[src/rtl/sync_mon_pkg.sv]
package sync_mon_pkg;
  localparam int unsigned ADDR_ERRCNT = 0;
  localparam int unsigned ADDR_THRESH = 1;
endpackage

[src/rtl/sync_mon_errcnt.sv]
module sync_mon_errcnt #(
  parameter int CNT_W = 16
) (
  input  logic             clk,
  input  logic             rst,
  input  logic             err_i,
  input  logic             clr_i,
  output logic [CNT_W-1:0] cnt_o
);
  localparam logic [CNT_W-1:0] CNT_MAX = '1;
  localparam logic [CNT_W-1:0] CNT_ONE = CNT_W'(1);

  logic [CNT_W-1:0] cnt_q;

  always_ff @(posedge clk) begin
    if (rst) begin
      cnt_q <= '0;
    end else if (clr_i) begin
      cnt_q <= err_i ? CNT_ONE : '0;
    end else if (err_i && cnt_q != CNT_MAX) begin
      cnt_q <= cnt_q + CNT_ONE;
    end
  end

  assign cnt_o = cnt_q;

  AST_CNT_NO_WRAP: assert property (@(posedge clk) disable iff (rst)
    (cnt_q == CNT_MAX && !clr_i) |=> cnt_q == CNT_MAX);
  AST_CLR_RESTART: assert property (@(posedge clk) disable iff (rst)
    (clr_i && !err_i) |=> cnt_q == '0);
  AST_CLR_KEEPS_ERR: assert property (@(posedge clk) disable iff (rst)
    (clr_i && err_i) |=> cnt_q == CNT_ONE);
endmodule

[src/rtl/sync_mon_trainrun.sv]
module sync_mon_trainrun #(
  parameter int THR_W = 8
) (
  input  logic             clk,
  input  logic             rst,
  input  logic             train_i,
  input  logic             data_word_i,
  input  logic [THR_W-1:0] thr_i,
  output logic             oos_o
);
  localparam logic [THR_W-1:0] RUN_MAX = '1;

  logic [THR_W-1:0] run_q;
  logic [THR_W-1:0] run_inc;
  logic             oos_q;

  always_comb begin
    run_inc = (run_q == RUN_MAX) ? run_q : run_q + THR_W'(1);
  end

  always_ff @(posedge clk) begin
    if (rst) begin
      run_q <= '0;
      oos_q <= 1'b0;
    end else begin
      if (data_word_i) begin
        run_q <= '0;
      end else if (train_i) begin
        run_q <= run_inc;
      end
      if (thr_i == '0 || data_word_i) begin
        oos_q <= 1'b0;
      end else if (train_i && run_inc >= thr_i) begin
        oos_q <= 1'b1;
      end
    end
  end

  assign oos_o = oos_q;

  AST_OOS_DISABLED: assert property (@(posedge clk) disable iff (rst)
    (thr_i == '0) |=> !oos_q);
  AST_OOS_DROP_ON_DATA: assert property (@(posedge clk) disable iff (rst)
    data_word_i |=> !oos_q);
  AST_OOS_RISE_ON_TRAIN: assert property (@(posedge clk) disable iff (rst)
    $rose(oos_q) |-> $past(train_i));
endmodule

[src/rtl/sync_mon_regs.sv]
module sync_mon_regs #(
  parameter int ADDR_W = 2,
  parameter int CNT_W  = 16,
  parameter int THR_W  = 8
) (
  input  logic              clk,
  input  logic              rst,
  input  logic [ADDR_W-1:0] addr_i,
  input  logic              wr_i,
  input  logic              rd_i,
  input  logic [THR_W-1:0]  wdata_i,
  input  logic [CNT_W-1:0]  cnt_i,
  output logic              cnt_clr_o,
  output logic [THR_W-1:0]  thr_o,
  output logic [CNT_W-1:0]  rdata_o
);
  import sync_mon_pkg::*;

  logic             sel_cnt;
  logic             sel_thr;
  logic [THR_W-1:0] thr_q;
  logic [CNT_W-1:0] rdata_q;
  logic [CNT_W-1:0] rd_mux;

  assign sel_cnt = (addr_i == ADDR_W'(ADDR_ERRCNT));
  assign sel_thr = (addr_i == ADDR_W'(ADDR_THRESH));

  always_comb begin
    if (sel_cnt)      rd_mux = cnt_i;
    else if (sel_thr) rd_mux = CNT_W'(thr_q);
    else              rd_mux = '0;
  end

  always_ff @(posedge clk) begin
    if (rst) begin
      thr_q   <= '0;
      rdata_q <= '0;
    end else begin
      if (wr_i && sel_thr) thr_q <= wdata_i;
      if (rd_i)            rdata_q <= rd_mux;
    end
  end

  assign cnt_clr_o = rd_i && sel_cnt;
  assign thr_o     = thr_q;
  assign rdata_o   = rdata_q;

  AST_RDATA_HOLD: assert property (@(posedge clk) disable iff (rst)
    !rd_i |=> $stable(rdata_q));
  AST_THR_WRITE: assert property (@(posedge clk) disable iff (rst)
    (wr_i && sel_thr) |=> thr_q == $past(wdata_i));
endmodule

[src/rtl/ingress_sync_monitor.sv]
module ingress_sync_monitor #(
  parameter int ADDR_W = 2,
  parameter int CNT_W  = 16,
  parameter int THR_W  = 8
) (
  input  logic              clk,
  input  logic              rst,
  input  logic              train_i,
  input  logic              data_word_i,
  input  logic              par_err_i,
  input  logic [ADDR_W-1:0] reg_addr_i,
  input  logic              reg_wr_i,
  input  logic              reg_rd_i,
  input  logic [THR_W-1:0]  reg_wdata_i,
  output logic [CNT_W-1:0]  reg_rdata_o,
  output logic              oos_o
);
  logic [CNT_W-1:0] err_cnt;
  logic             cnt_clr;
  logic [THR_W-1:0] thr;

  sync_mon_regs #(.ADDR_W(ADDR_W), .CNT_W(CNT_W), .THR_W(THR_W)) u_regs (
    .clk(clk), .rst(rst), .addr_i(reg_addr_i), .wr_i(reg_wr_i),
    .rd_i(reg_rd_i), .wdata_i(reg_wdata_i), .cnt_i(err_cnt),
    .cnt_clr_o(cnt_clr), .thr_o(thr), .rdata_o(reg_rdata_o)
  );

  sync_mon_errcnt #(.CNT_W(CNT_W)) u_errcnt (
    .clk(clk), .rst(rst), .err_i(par_err_i), .clr_i(cnt_clr), .cnt_o(err_cnt)
  );

  sync_mon_trainrun #(.THR_W(THR_W)) u_trainrun (
    .clk(clk), .rst(rst), .train_i(train_i), .data_word_i(data_word_i),
    .thr_i(thr), .oos_o(oos_o)
  );

  AST_RESET_QUIET: assert property (@(posedge clk)
    rst |=> (!oos_o && reg_rdata_o == '0));
endmodule

[config.mk]
export PLATFORM = sky130hd
export DESIGN_NAME = ingress_sync_monitor
export DESIGN_NICKNAME = d
export VERILOG_FILES = /design/src/rtl/sync_mon_pkg.sv /design/src/rtl/sync_mon_errcnt.sv /design/src/rtl/sync_mon_trainrun.sv /design/src/rtl/sync_mon_regs.sv /design/src/rtl/ingress_sync_monitor.sv
export SDC_FILE = /design/constraint.sdc
export NUM_CORES = 1
export LEC_CHECK = 0
export ABC_AREA = 1
export BUFFER_PORTS_ARGS = -buffer_cell sky130_fd_sc_hd__buf_2
export CAP_MARGIN = 20
export CORE_ASPECT_RATIO = 1.1
export CORE_MARGIN = 2
export CORE_UTILIZATION = 45
export CTS_BUF_LIST = sky130_fd_sc_hd__clkbuf_8 sky130_fd_sc_hd__clkbuf_16
export DETAILED_ROUTE_END_ITERATION = 8
export HOLD_SLACK_MARGIN = 0.1
export PLACE_DENSITY = 0.76
export SYNTH_ARGS = -nofsm -noshare
export SYNTH_HDL_FRONTEND = slang
export SYNTH_HIERARCHICAL = 1
export SYNTH_SLANG_ARGS = --single-unit
[constraint.sdc]
create_clock -name clk -period 1.65 [get_ports clk]
set_input_delay 0.0825 -clock clk [delete_from_list [all_inputs] [get_ports clk]]
set_output_delay 0.0825 -clock clk [all_outputs]
set_load 0.01 [all_outputs]
After elaboration in Yosys (flattened, before gate mapping). Index checks and enable logic that the tools add are counted.

Bits in registers: 49. Output and inout bits: 17. Word-level logic and storage cells: 27.

$add $sub $neg: 2. Order comparisons: 1. Equality and inequality tests: 3. Muxes and demuxes: 6. Reductions and logical operators: 10.

Operators by type and width (count): $mux 16 (3); $add 16x1->16 const B (1); $mux 8 (2); $ne 16x16->1 const B (1); $add 8x1->8 const B (1); $eq 8x8->1 const B (1); $ge 8x8->1 (1); $logic_not 8->1 (1); $logic_and 1x1->1 (4); $reduce_or 2->1 (2); $eq 2x1->1 const B (1); $logic_not 2->1 (1); $reduce_bool 2->1 (1); $logic_or 1x1->1 (1); $mux 1 (1).

Logic depth before layout (Yosys ltp). Gate-level depths: netlist (run 1).

Word-level depth: 4. Mapped depth: 15. Mapped depth without buffers: 15.

Cells and area by module. The synthesis (run 1) kept the hierarchy.

Modules (own cells, without submodules): sync_mon_regs (instances 1, cells an instance 152, area each 1052.3 um2, sequential area each 480.5 um2); sync_mon_errcnt (instances 1, cells an instance 161, area each 1009.7 um2, sequential area each 320.3 um2); sync_mon_trainrun (instances 1, cells an instance 117, area each 780.7 um2, sequential area each 180.2 um2).

Worst setup path after synthesis (run 1). No wires, ideal clock.

Kind: reg-to-reg. Start point: register u_trainrun.run_q[0]. End point: register u_trainrun.oos_q, in the netlist u_trainrun/oos_o. Library setup time: 119 ps. Arrival: 1689 ps. Data required time: 1531 ps. Setup slack: -159 ps. Stages on the path, launching flop included: 16. Buffers on the path: 0. Clock period less this slack: 1809 ps. Cell sequence: dfxtp_1 ha_1 nand3_2 nor2_4 nand3_4 nand2_1 o21ai_2 ha_1 nand2_1 nand3_1 nand2_1 nand2_1 nand2_1 nand2_1 nand2_1 a21oi_1.

Longest elaborated chain between the ends: 4. Elaborated cells between the ends (all ways): 5. Classes of those cells: add/sub (1); order compare (1); eq/ne (1); mux (1); reduce/logical (1).

Ends and longest elaborated chain: start: declaration (RTL line sync_mon_trainrun.sv:13) `logic [THR_W-1:0] run_q;`; start signal: assignment (RTL line sync_mon_trainrun.sv:29) `run_q <= run_inc;`; $add 8x1->8 / $eq 8x8->1 (equally long branches) (RTL line sync_mon_trainrun.sv:18) `run_inc = (run_q == RUN_MAX) ? run_q : run_q + THR_W'(1);`; $mux 8 * (RTL line sync_mon_trainrun.sv:18); via u_trainrun.run_inc[1] (RTL line sync_mon_trainrun.sv:14) `logic [THR_W-1:0] run_inc;`; $ge 8x8->1 * (RTL line sync_mon_trainrun.sv:33) `end else if (train_i && run_inc >= thr_i) begin`; $logic_and 1x1->1 * (RTL line sync_mon_trainrun.sv:33); end signal: assignment (RTL line sync_mon_trainrun.sv:24) `oos_q <= 1'b0;`; end signal: assignment (RTL line sync_mon_trainrun.sv:32) `oos_q <= 1'b0;`; end signal: assignment (RTL line sync_mon_trainrun.sv:34) `oos_q <= 1'b1;`; end: declaration (RTL line sync_mon_trainrun.sv:15) `logic oos_q;`.

Mark *: on every way through the listed nets, which the timed path passes. The rest lies on a longest branch. A chain may end at the register's enable or synchronous reset.

Final worst setup path (run 1). Same ends and word-level chain as after synthesis.

==> results of run 1 <==
power by group through the flow:
stage                     clock network, µW  registers (µW)  logic, µW
after floorplan                           0            1260        205
after global placement                    0            1260        317
after detailed placement                  0            1260        324
after CTS                               919            1230        344
after global routing                    959            1240        398
final                                   892            1230        354
state kept, by name, summed over array words and instances (netlist names):
signal and count:
u_regs/rdata_o 16, u_trainrun/oos_o 1, u_errcnt/cnt_o 16, u_regs/thr_o 8, u_trainrun/run_q 8
worst reg2reg max path, stage by stage, from the launching register on:
cell and delay [ps]:
dfxtp_2 370, ha_4 160, nand3_4 80, nor2_4 120, nand3_4 120, nand2_2 90
o21ai_2 60, ha_1 290, nand2_1 70, nand3_1 70, nand2_1 60, nand2_1 40
nand2_1 50, nand2_1 40, nand2_1 50, a21oi_1 60
logic make-up after synthesis:
family	share of synthesized area [%]
and+or+nand+nor	36.58
buffers and inverters	11.88
AOI/OAI and AO/OA	9.903
DFF	34.51
adders and majority gates	4.401
xor gates and xnor gates	2.729
layer usage:
layer  vias up  routed length, µm
met5         -                  0
met4         0                 82
met3        10                313
met2        72               3814
met1      1337               3115
li1       1507                  -
worst max-delay path by stage:
stage / start / end / slack [ps] / depth (start not counted)
2_1_floorplan: u_trainrun/run_q[1]$_SDFFE_PP0P_ / u_trainrun/oos_o$_SDFFE_PP0P_ / -110 / 14
3_3_place_gp: u_trainrun/run_q[1]$_SDFFE_PP0P_ / u_trainrun/oos_o$_SDFFE_PP0P_ / -160 / 14
3_5_place_dp: u_trainrun/run_q[3]$_SDFFE_PP0P_ / u_trainrun/oos_o$_SDFFE_PP0P_ / -240 / 13
4_1_cts: u_trainrun/run_q[0]$_SDFFE_PP0P_ / u_trainrun/oos_o$_SDFFE_PP0P_ / -190 / 15
5_1_grt: u_trainrun/run_q[0]$_SDFFE_PP0P_ / u_trainrun/oos_o$_SDFFE_PP0P_ / -340 / 15
6_report: u_trainrun/run_q[0]$_SDFFE_PP0P_ / u_trainrun/oos_o$_SDFFE_PP0P_ / -180 / 15
repair_timing:
item	CTS	global route
hold endpoints to repair	10	0
setup endpoints to repair	12	15
gates resized for setup	4	7
gates cloned	0	0
buffers inserted	0	2
pin swaps	2	4
hold buffers	10	0
per-stage QoR:
step	util (%)	std cells	instance area [µm²]
global placement	54.09	567	3329
detailed placement	54.09	567	3329
finish	58.25	587	3586
floorplan	-	430	2869
CTS	57.66	585	3550
global route	58.25	587	3586
cell type report:
type	count	area share, %
clock buffer	6	2.303
clock inverter	2	0.9421
tap	80	2.791
timing repair buffer	82	15.67
inverter	68	7.118
sequential	49	27.56
multi-input combinational	300	43.61
placed cells by master, fill, tap and decap left out, drive strengths merged:
cell type,count
bufinv,1
buf,72
ha,10
dfxtp,49
nand3,58
xor2,7
nor3,2
nand4,6
xnor2,1
clkinv,1
nor2,44
a21oi,36
nand2,119
o21a,1
nand3b,1
inv,68
o21ai,15
clkbuf,6
dlygate4sd3,10
==> metrics.txt, run 1 <==
Synth cell types=31; met1 usage in global routing=25.32%; crit path launch type=flip-flop; reg2reg start=u_trainrun/run_q[0]$_SDFFE_PP0P_; Clk pin slew, worst setup/hold paths=90 ps; largest cells by area after synthesis=dfxtp_1, nand2_1, nand3_1; DP Worst Slack=-235.7 ps; area of the multi-input gates=around 1600 µm²; Die Footprint=approximately 7000 µm²; area share of the largest cell type after synthesis=34.51%; count leader, synth=nand2_1; Worst Tran Pin Value=around 490 ps; vias in the first global route=approximately 2.7k; Switching Share=between 20% and 30%; highest net fanout along the worst path=6; grt met2 use=roughly 39%; path type of the worst setup path=flip-flop to flip-flop; Synth Area per Inst=approximately 6.6 µm²; CP bufs+invs=0; sequence of cells on the critical path=ha_4 > nand3_4 > nor2_4 > nand3_4 > nand2_2 > o21ai_2 > ha_1 > nand2_1 > nand3_1 > nand2_1 > nand2_1 > nand2_1 > nand2_1 > nand2_1 > a21oi_1; Slew Viols, Final=0; antenna violations before repair=0; first-pass GRT wire length=~12000 µm; logic gate share of total power=around 14%; outcome=finished, violations left; CP dominant cell by count=nand2_1; violated checks=negative setup slack; WHS=121.1 ps; Synth area leader=dfxtp_1; 1st-iter DRT viols=156; hold path depth=2; drt pass-1 iters=4; IO buf count=33; drt wl/cell=~12 µm; Worst-Skew Late Latency=300 ps; Worst setup EP type=flip-flop; YS warnings=6; setup ws final=-184.3 ps; vias per inst=4.985; Hold Fails Final Rpt=0; Synth Net Count=~460; CTS buffer count=5; Pwr Total=approximately 2500 µW; Worst EP arrival=a little over 2000 ps; synth-to-layout area growth=26.14%; fmax=~0.55 GHz; root buffer cell=clkbuf_8; final clock skew=between 6 and 7 ps; Pint=around 1800 µW; worst hold path type=primary input to flip-flop; pwr dens=around 700 nW/µm²; Antenna Violating Nets Remaining=0; Reg2Reg Depth=15; Req. time, crit path=approximately 1900 ps; GRT overflow=0; Synth Instances=430; die width=between 70 and 80 µm; detailed placer's ending HPWL=about 5200 µm; ant diodes=0; num rows=30; routed wire length=7326 µm; Max transition margin=67.28%; largest incremental delay on the critical path=370 ps; CTS tree=yes; area occupied by registers=just under 1000 µm²; number of synthesized register bits=between 40 and 50; RSZ-0062 raised after global routing=true; fin crit period=1834 ps; Max clock buf depth=2; peak supply drop=about 460 µV; Reg power frac=49.8%; DRC=0; layout cells sized above 1=between 20 and 25%; GRT Util Overall=between 20% and 30%; Net Sw Power=roughly 630 µW; Hold Crit Start=rst; critical path's top delay family=simple AND/OR/NAND/NOR gates; clock power share=approximately 36%; WHS Endpoint=u_regs/thr_o[2]$_SDFFE_PP0P_; Seq/Total Area, Yosys=34.51%; Max H-tree Level=2; Post-synth EDFFs=0; share of flip-flops with an asynchronous set or reset=0%; period utilisation layout=111.2%; Initial Util=46.18%; Vias=2926; reg-to-reg critical path endpoint=u_trainrun/oos_o$_SDFFE_PP0P_; gr busiest metal=met2; synth cell count leaders=nand2_1, inv_1, nand3_1, dfxtp_1, nor2_1; CP max-delay cell=dfxtp_2; leakage power=roughly 0.0018 µW; Max-Cap Viols=0; io pins=34; R2R setup slack=-180 ps; Setup violations, final=1; Post-layout nets=533; # fillers=574; largest net degree at the start of global routing=25; Most used DFF post-synth=dfxtp_1; Syn Std Cell Area=roughly 2800 µm²; number of clock sinks=between 40 and 50; routing usage on met3=around 3.1%; gpl congestion=about 0.86; height of the die=about 87 µm; core area=roughly 6200 µm²; total negative slack=-184.3 ps
Power figures use the tool's default switching activity.
==> run 2, diff against run 1 <==
==> constraint.sdc (replaced) <==
create_clock -name clk -period 1.65 [get_ports clk]
set_input_delay 0.33 -clock clk [delete_from_list [all_inputs] [get_ports clk]]
set_output_delay 0.33 -clock clk [all_outputs]
set_load 0.01 [all_outputs]
==> run 2 against run 1 <==
Highest routed layer unchanged; the run still ends with negative setup slack left; worst hold slack improved by 170 ps; wire length is 2.1% lower; fmax shrank 4.1%.
==> metrics.txt, run 2 (synthesized netlist as in run 1, its figures left out) <==
outcome=finished, violations left (unchanged); violated checks=negative setup slack (unchanged); antenna violations before repair=0 (unchanged); final clock skew=6.871 ps (was 6.256 ps); CTS Hold Bufs=0 (was 10); die width=79.78 µm (unchanged); Slew Viols, Final=0 (unchanged); most frequent cells in the layout=nand2_1, inv_1, nand3_1 (unchanged); num rows=30 (unchanged); placed cell count=569 (was 567); gpl congestion=0.8922 (was 0.8624); core area=6156 µm² (unchanged); root buffer cell=clkbuf_8 (unchanged); area occupied by registers=991.0 µm² (was 988.4 µm²); 1st-iter DRT viols=108 (was 156); GRT overflow=0 (unchanged); Initial Util=46.18% (unchanged); Antenna Violating Nets Remaining=0 (unchanged); ant diodes=0 (unchanged); # fillers=604 (was 574); layout cells sized above 1=23.20% (was 21.89%); height of the die=87.36 µm (unchanged); Max-Cap Viols=0 (unchanged); routed wire length=7171 µm (was 7326 µm); Req. time, crit path=1840 ps (was 1850 ps); Vias=2899 (was 2926); Worst EP arrival=2110 ps (was 2030 ps); worst hold path type=primary input to flip-flop (unchanged); logic gate share of total power=12.9% (was 14.3%); Max clock buf depth=2 (unchanged); drt pass-1 iters=4 (unchanged); DRC=0 (unchanged); period utilisation layout=115.9% (was 111.2%); Worst setup EP type=flip-flop (unchanged); RSZ-0062 raised after global routing=true (unchanged); first-pass GRT wire length=11900 µm (was 11700 µm); Reg power frac=47.7% (was 49.8%); Finished Cell Area=3532 µm² (was 3586 µm²); CTS tree=yes (unchanged); number of clock sinks=49 (unchanged); Net Sw Power=639.6 µW (was 631.2 µW); vias per inst=4.998 (was 4.985); Switching Share=24.74% (was 25.45%); pwr dens=732.1 nW/µm² (was 691.5 nW/µm²); Max H-tree Level=2 (unchanged); detailed placer's ending HPWL=5258 µm (was 5163 µm); fmax=0.5231 GHz (was 0.5452 GHz); Worst-Skew Late Latency=300 ps (about the same); IO buf count=33 (unchanged); Max transition margin=68.93% (was 67.28%); Setup violations, final=1 (unchanged); Worst Tran Pin Value=465.6 ps (was 490.2 ps); GRT Util Overall=21.26% (was 21.08%); setup ws final=-261.8 ps (was -184.3 ps); WHS=289.2 ps (was 121.1 ps); Pint=1946 µW (was 1848 µW); clock power share=39.3% (was 36.0%); area of the multi-input gates=1568 µm² (was 1564 µm²); Post-layout nets=526 (was 533); io pins=34 (unchanged); path type of the worst setup path=flip-flop to flip-flop (unchanged); leakage power=0.001748 µW (was 0.001770 µW); most common cell after layout, fill and taps aside=nand2_1 (unchanged); Final Util=57.38% (was 58.25%); highest net fanout along the worst path=6 (unchanged); CTS buffer count=5 (unchanged); peak supply drop=400.4 µV (was 461.4 µV); Clk pin slew, worst setup/hold paths=90 ps (about the same); synth-to-layout area growth=24.25% (was 26.14%); Area after DPL=3349 µm² (was 3329 µm²); Hold Fails Final Rpt=0 (unchanged); crit path launch type=flip-flop (unchanged); largest net degree at the start of global routing=25 (unchanged); Finished Layout Cells=580 (was 587); Die Footprint=6970 µm² (unchanged); vias in the first global route=2801 (was 2691); drt wl/cell=12.36 µm (was 12.48 µm); fin crit period=1912 ps (was 1834 ps)
run 2: changes by cell type in the layout (fill, tap and decap cells not counted), sizes merged:
cell	before	now
buf	72	75
bufinv	1	2
clkbuf	6	5
clkinv	1	2
dlygate4sd3	10	0
inv	68	67
run 2: stage by stage:
step	TNS (ps)	power, µW	setup WS, ps
after floorplan	-105.2	1471	-105.2
after global placement	-1503	1577	-163.5
after detailed placement	-2047	1587	-232.6
after CTS	-212.6	2601	-212.6
after global routing	-414.9	2697	-394.8
final	-261.8	2586	-261.8
run 2: cell type report:
cell class,count,share of cell area (%)
Clock inverter,3,1.842
Inverter,68,7.226
Tap cell,80,2.834
Timing Repair Buffer,75,13.71
Clock buffer,5,1.948
Multi-Input combinational cell,300,44.39
Sequential cell,49,28.06
run 2: repair_timing:
action,CTS,global route
endpoints found under the setup margin,12,15
buffers inserted,2,1
resized for setup,3,8
pin swaps,2,1
run 2: worst paths after layout:
path | cells past startpoint | startpoint | slack (ps) | end
worst min-delay path | 3 | reg_wdata_i[2] | 290 | u_regs/thr_o[2]$_SDFFE_PP0P_
worst min register to register | 2 | u_regs/rdata_o[11]$_SDFFE_PP0P_ | 470 | u_regs/rdata_o[11]$_SDFFE_PP0P_
worst max-delay path | 15 | u_trainrun/run_q[1]$_SDFFE_PP0P_ | -260 | u_trainrun/oos_o$_SDFFE_PP0P_
worst max register to register | 15 | u_trainrun/run_q[1]$_SDFFE_PP0P_ | -260 | u_trainrun/oos_o$_SDFFE_PP0P_
run 2: metal layers:
| metal | GRT usage, % | wire (µm) | up-vias |
|---|---|---|---|
| met5 | 0 | 0 | - |
| met4 | 6.934 | 91 | 0 |
| met3 | 3.631 | 281 | 9 |
| met2 | 40.03 | 3691 | 57 |
| met1 | 24.11 | 3106 | 1345 |
| li1 | - | - | 1488 |
run 2: worst max-delay path, cell delays in order, from the launching register on:
cell	delay, ps
dfxtp_2	370
ha_4	160
nand3_4	90
nor2_4	120
nand3_4	120
nand2_2	90
o21ai_2	60
ha_1	300
nand2_1	100
nand3_1	90
nand2_1	60
nand2_1	40
nand2_1	50
nand2_1	40
nand2_1	60
a21oi_2	50
run 2: power groups by stage:
stage | sequential, µW | clock, µW | combinational, µW
final | 1230 | 1020 | 335
after global routing | 1240 | 1080 | 376
after CTS | 1230 | 1040 | 328
after detailed placement | 1260 | 0 | 326
after global placement | 1260 | 0 | 317
after floorplan | 1260 | 0 | 206
==> run 3, diff against run 2 <==
--- a/config.mk
+++ b/config.mk
@@ -6,7 +6,7 @@
 export NUM_CORES = 1
 export LEC_CHECK = 0
 export ABC_AREA = 1
-export BUFFER_PORTS_ARGS = -buffer_cell sky130_fd_sc_hd__buf_2
+export BUFFER_PORTS_ARGS = -buffer_cell sky130_fd_sc_hd__clkbuf_2
 export CAP_MARGIN = 20
 export CORE_ASPECT_RATIO = 1.1
 export CORE_MARGIN = 2
==> run 3 against run 2 <==
Count of clock-buffer cells in the layout up 1; total power down 4.8%; final cell count is 0.52% lower; highest routed layer unchanged; first-iteration DRC count grew 49%; clock power is 13% lower; largest power group unchanged; sequential cell count unchanged; register-to-register slack gained 60 ps; sequential share of layout area up 0.13 points; non-clock buffer count down 4; global-route usage shrank 0.84 points; die area unchanged; the flow still finishes with violations (negative setup slack); worst hold slack got worse by 25 ps.
==> metrics.txt, run 3 (synthesized netlist as in run 1, its figures left out) <==
setup ws final=-199.9 ps (was -261.8 ps); first-pass GRT wire length=11320 µm (was 11900 µm); highest net fanout along the worst path=6 (unchanged); layout cells sized above 1=22.74% (was 23.20%); ant diodes=0 (unchanged); peak supply drop=405.8 µV (was 400.4 µV); Die Footprint=6970 µm² (unchanged); Initial Util=46.18% (unchanged); reg2reg start=u_trainrun/run_q[0]$_SDFFE_PP0P_ (was u_trainrun/run_q[1]$_SDFFE_PP0P_); largest net degree at the start of global routing=25 (unchanged); gpl congestion=0.8385 (was 0.8922); routed wire length=6842 µm (was 7171 µm); most common cell after layout, fill and taps aside=nand2_1 (unchanged); Slew Viols, Final=0 (unchanged); R2R setup slack=-200 ps (was -260 ps); IO buf count=33 (unchanged); crit path launch type=flip-flop (unchanged); Post-layout nets=523 (was 526); io pins=34 (unchanged); DRC=0 (unchanged); area occupied by registers=989.7 µm² (was 991.0 µm²); Hold Fails Final Rpt=0 (unchanged); fin crit period=1850 ps (was 1912 ps); worst hold path type=primary input to flip-flop (unchanged); Reg power frac=50.2% (was 47.7%); # fillers=583 (was 604); Worst-Skew Late Latency=310 ps (was 300 ps); path type of the worst setup path=flip-flop to flip-flop (unchanged); Area after DPL=3334 µm² (was 3349 µm²); Req. time, crit path=1850 ps (was 1840 ps); drt wl/cell=11.86 µm (was 12.36 µm); Vias=2911 (was 2899); detailed placer's ending HPWL=4984 µm (was 5258 µm); GRT Util Overall=20.42% (was 21.26%); vias in the first global route=2619 (was 2801); Max clock buf depth=2 (unchanged); leakage power=0.001718 µW (was 0.001748 µW); CTS buffer count=5 (unchanged); RSZ-0062 raised after global routing=true (unchanged); fmax=0.5406 GHz (was 0.5231 GHz); height of the die=87.36 µm (unchanged); number of clock sinks=49 (unchanged); Setup violations, final=1 (unchanged); clock power share=36.2% (was 39.3%); CTS tree=yes (unchanged); antenna violations before repair=0 (unchanged); Finished Cell Area=3511 µm² (was 3532 µm²); Worst EP arrival=2050 ps (was 2110 ps); synth-to-layout area growth=23.50% (was 24.25%); total negative slack=-199.9 ps (was -261.8 ps); num rows=30 (unchanged); period utilisation layout=112.1% (was 115.9%); GRT overflow=0 (unchanged); Max-Cap Viols=0 (unchanged); area of the multi-input gates=1592 µm² (was 1568 µm²); Worst Tran Pin Value=724.9 ps (was 465.6 ps); pwr dens=700.8 nW/µm² (was 732.1 nW/µm²); vias per inst=5.045 (was 4.998); core area=6156 µm² (unchanged); drt pass-1 iters=4 (unchanged); CTS Hold Bufs=0 (unchanged); Net Sw Power=626.3 µW (was 639.6 µW); crit path to=u_trainrun/oos_o$_SDFFE_PP0P_ (unchanged); Pint=1834 µW (was 1946 µW); CP startpoint=u_trainrun/run_q[0]$_SDFFE_PP0P_ (was u_trainrun/run_q[1]$_SDFFE_PP0P_); root buffer cell=clkbuf_8 (unchanged); Max transition margin=51.50% (was 68.93%); 1st-iter DRT viols=161 (was 108); Clk pin slew, worst setup/hold paths=90 ps (about the same); die width=79.78 µm (unchanged); reg-to-reg critical path endpoint=u_trainrun/oos_o$_SDFFE_PP0P_ (unchanged); logic gate share of total power=13.6% (was 12.9%); Reg2Reg Depth=14 (was 15); Antenna Violating Nets Remaining=0 (unchanged); Max H-tree Level=2 (unchanged); most frequent cells in the layout=nand2_1, inv_1, nand3_1 (unchanged); DP Worst Slack=-235.2 ps (was -232.6 ps); outcome=finished, violations left (unchanged); violated checks=negative setup slack (unchanged); Worst setup EP type=flip-flop (unchanged); final clock skew=12.56 ps (was 6.871 ps); Switching Share=25.45% (was 24.74%)
[run 3: cell count changes in the layout (fill, tap and decap cells not counted), sizes merged]
cell    before  now
inv         67   68
clkbuf       5   39
nand2      119  120
bufinv       2    1
buf         75   38
clkinv       2    1
[run 3: how the worst min path moves through the flow]
stage / start / slack [ps] / to / cells after the start
final: reg_wdata_i[3] / 260 / u_regs/thr_o[3]$_SDFFE_PP0P_ / 3
after global routing: reg_wdata_i[3] / 280 / u_regs/thr_o[3]$_SDFFE_PP0P_ / 3
after CTS: reg_wdata_i[4] / 260 / u_regs/thr_o[4]$_SDFFE_PP0P_ / 3
after detailed placement: u_trainrun/oos_o$_SDFFE_PP0P_ / 440 / u_trainrun/oos_o$_SDFFE_PP0P_ / 2
after global placement: u_trainrun/oos_o$_SDFFE_PP0P_ / 440 / u_trainrun/oos_o$_SDFFE_PP0P_ / 2
after floorplan: u_regs/thr_o[3]$_SDFFE_PP0P_ / 450 / u_regs/thr_o[3]$_SDFFE_PP0P_ / 2
[run 3: layout make-up]
class | instances | area share, %
clock buffer | 6 | 2.352
clock inverter | 2 | 0.9622
inverter | 68 | 7.270
multi-input combinational | 301 | 45.33
sequential | 49 | 28.19
tap | 80 | 2.851
timing repair buffer | 71 | 13.04
[run 3: power by group through the flow]
stage	logic [µW]	registers, µW	clock network (µW)
after floorplan	206	1260	0
after global placement	314	1260	0
after detailed placement	319	1260	0
after CTS	323	1230	904
after global routing	378	1240	956
final	334	1240	891
[run 3: critical path: stages (launching register included)]
cell,delay [ps]
dfxtp_4,370
ha_4,160
nand3_4,90
nor2_4,130
nand3_4,120
xor2_2,180
ha_1,280
nand2_1,60
nand3_1,70
nand2_1,60
nand2_1,40
nand2_1,50
nand2_1,40
nand2_1,50
a21oi_1,60
[run 3: timing repair]
action	4_1_cts	5_1_grt
resized for setup	1	14
pin swaps	2	3
gates cloned	0	1
endpoints found under the setup margin	12	16
buffers inserted	0	1
[run 3: through the flow]
stage	power (µW)	cells	utilization (%)	hold slack [ps]
floorplan	1471	430	-	454.1
global placement	1574	567	54.17	440.0
detailed placement	1580	567	54.17	443.0
CTS	2460	575	56.10	261.9
global route	2574	577	57.03	284.7
finish	2460	577	57.03	264.5
[run 3: routing by layer]
metal,routed length (µm),share of wire [%],vias to the layer above,global-route usage [%]
li1,-,-,1490,-
met1,2905,42,1338,25.10
met2,3469,51,68,36.21
met3,327,4.8,15,2.905
met4,140,2.0,0,7.396
met5,0,0,-,0
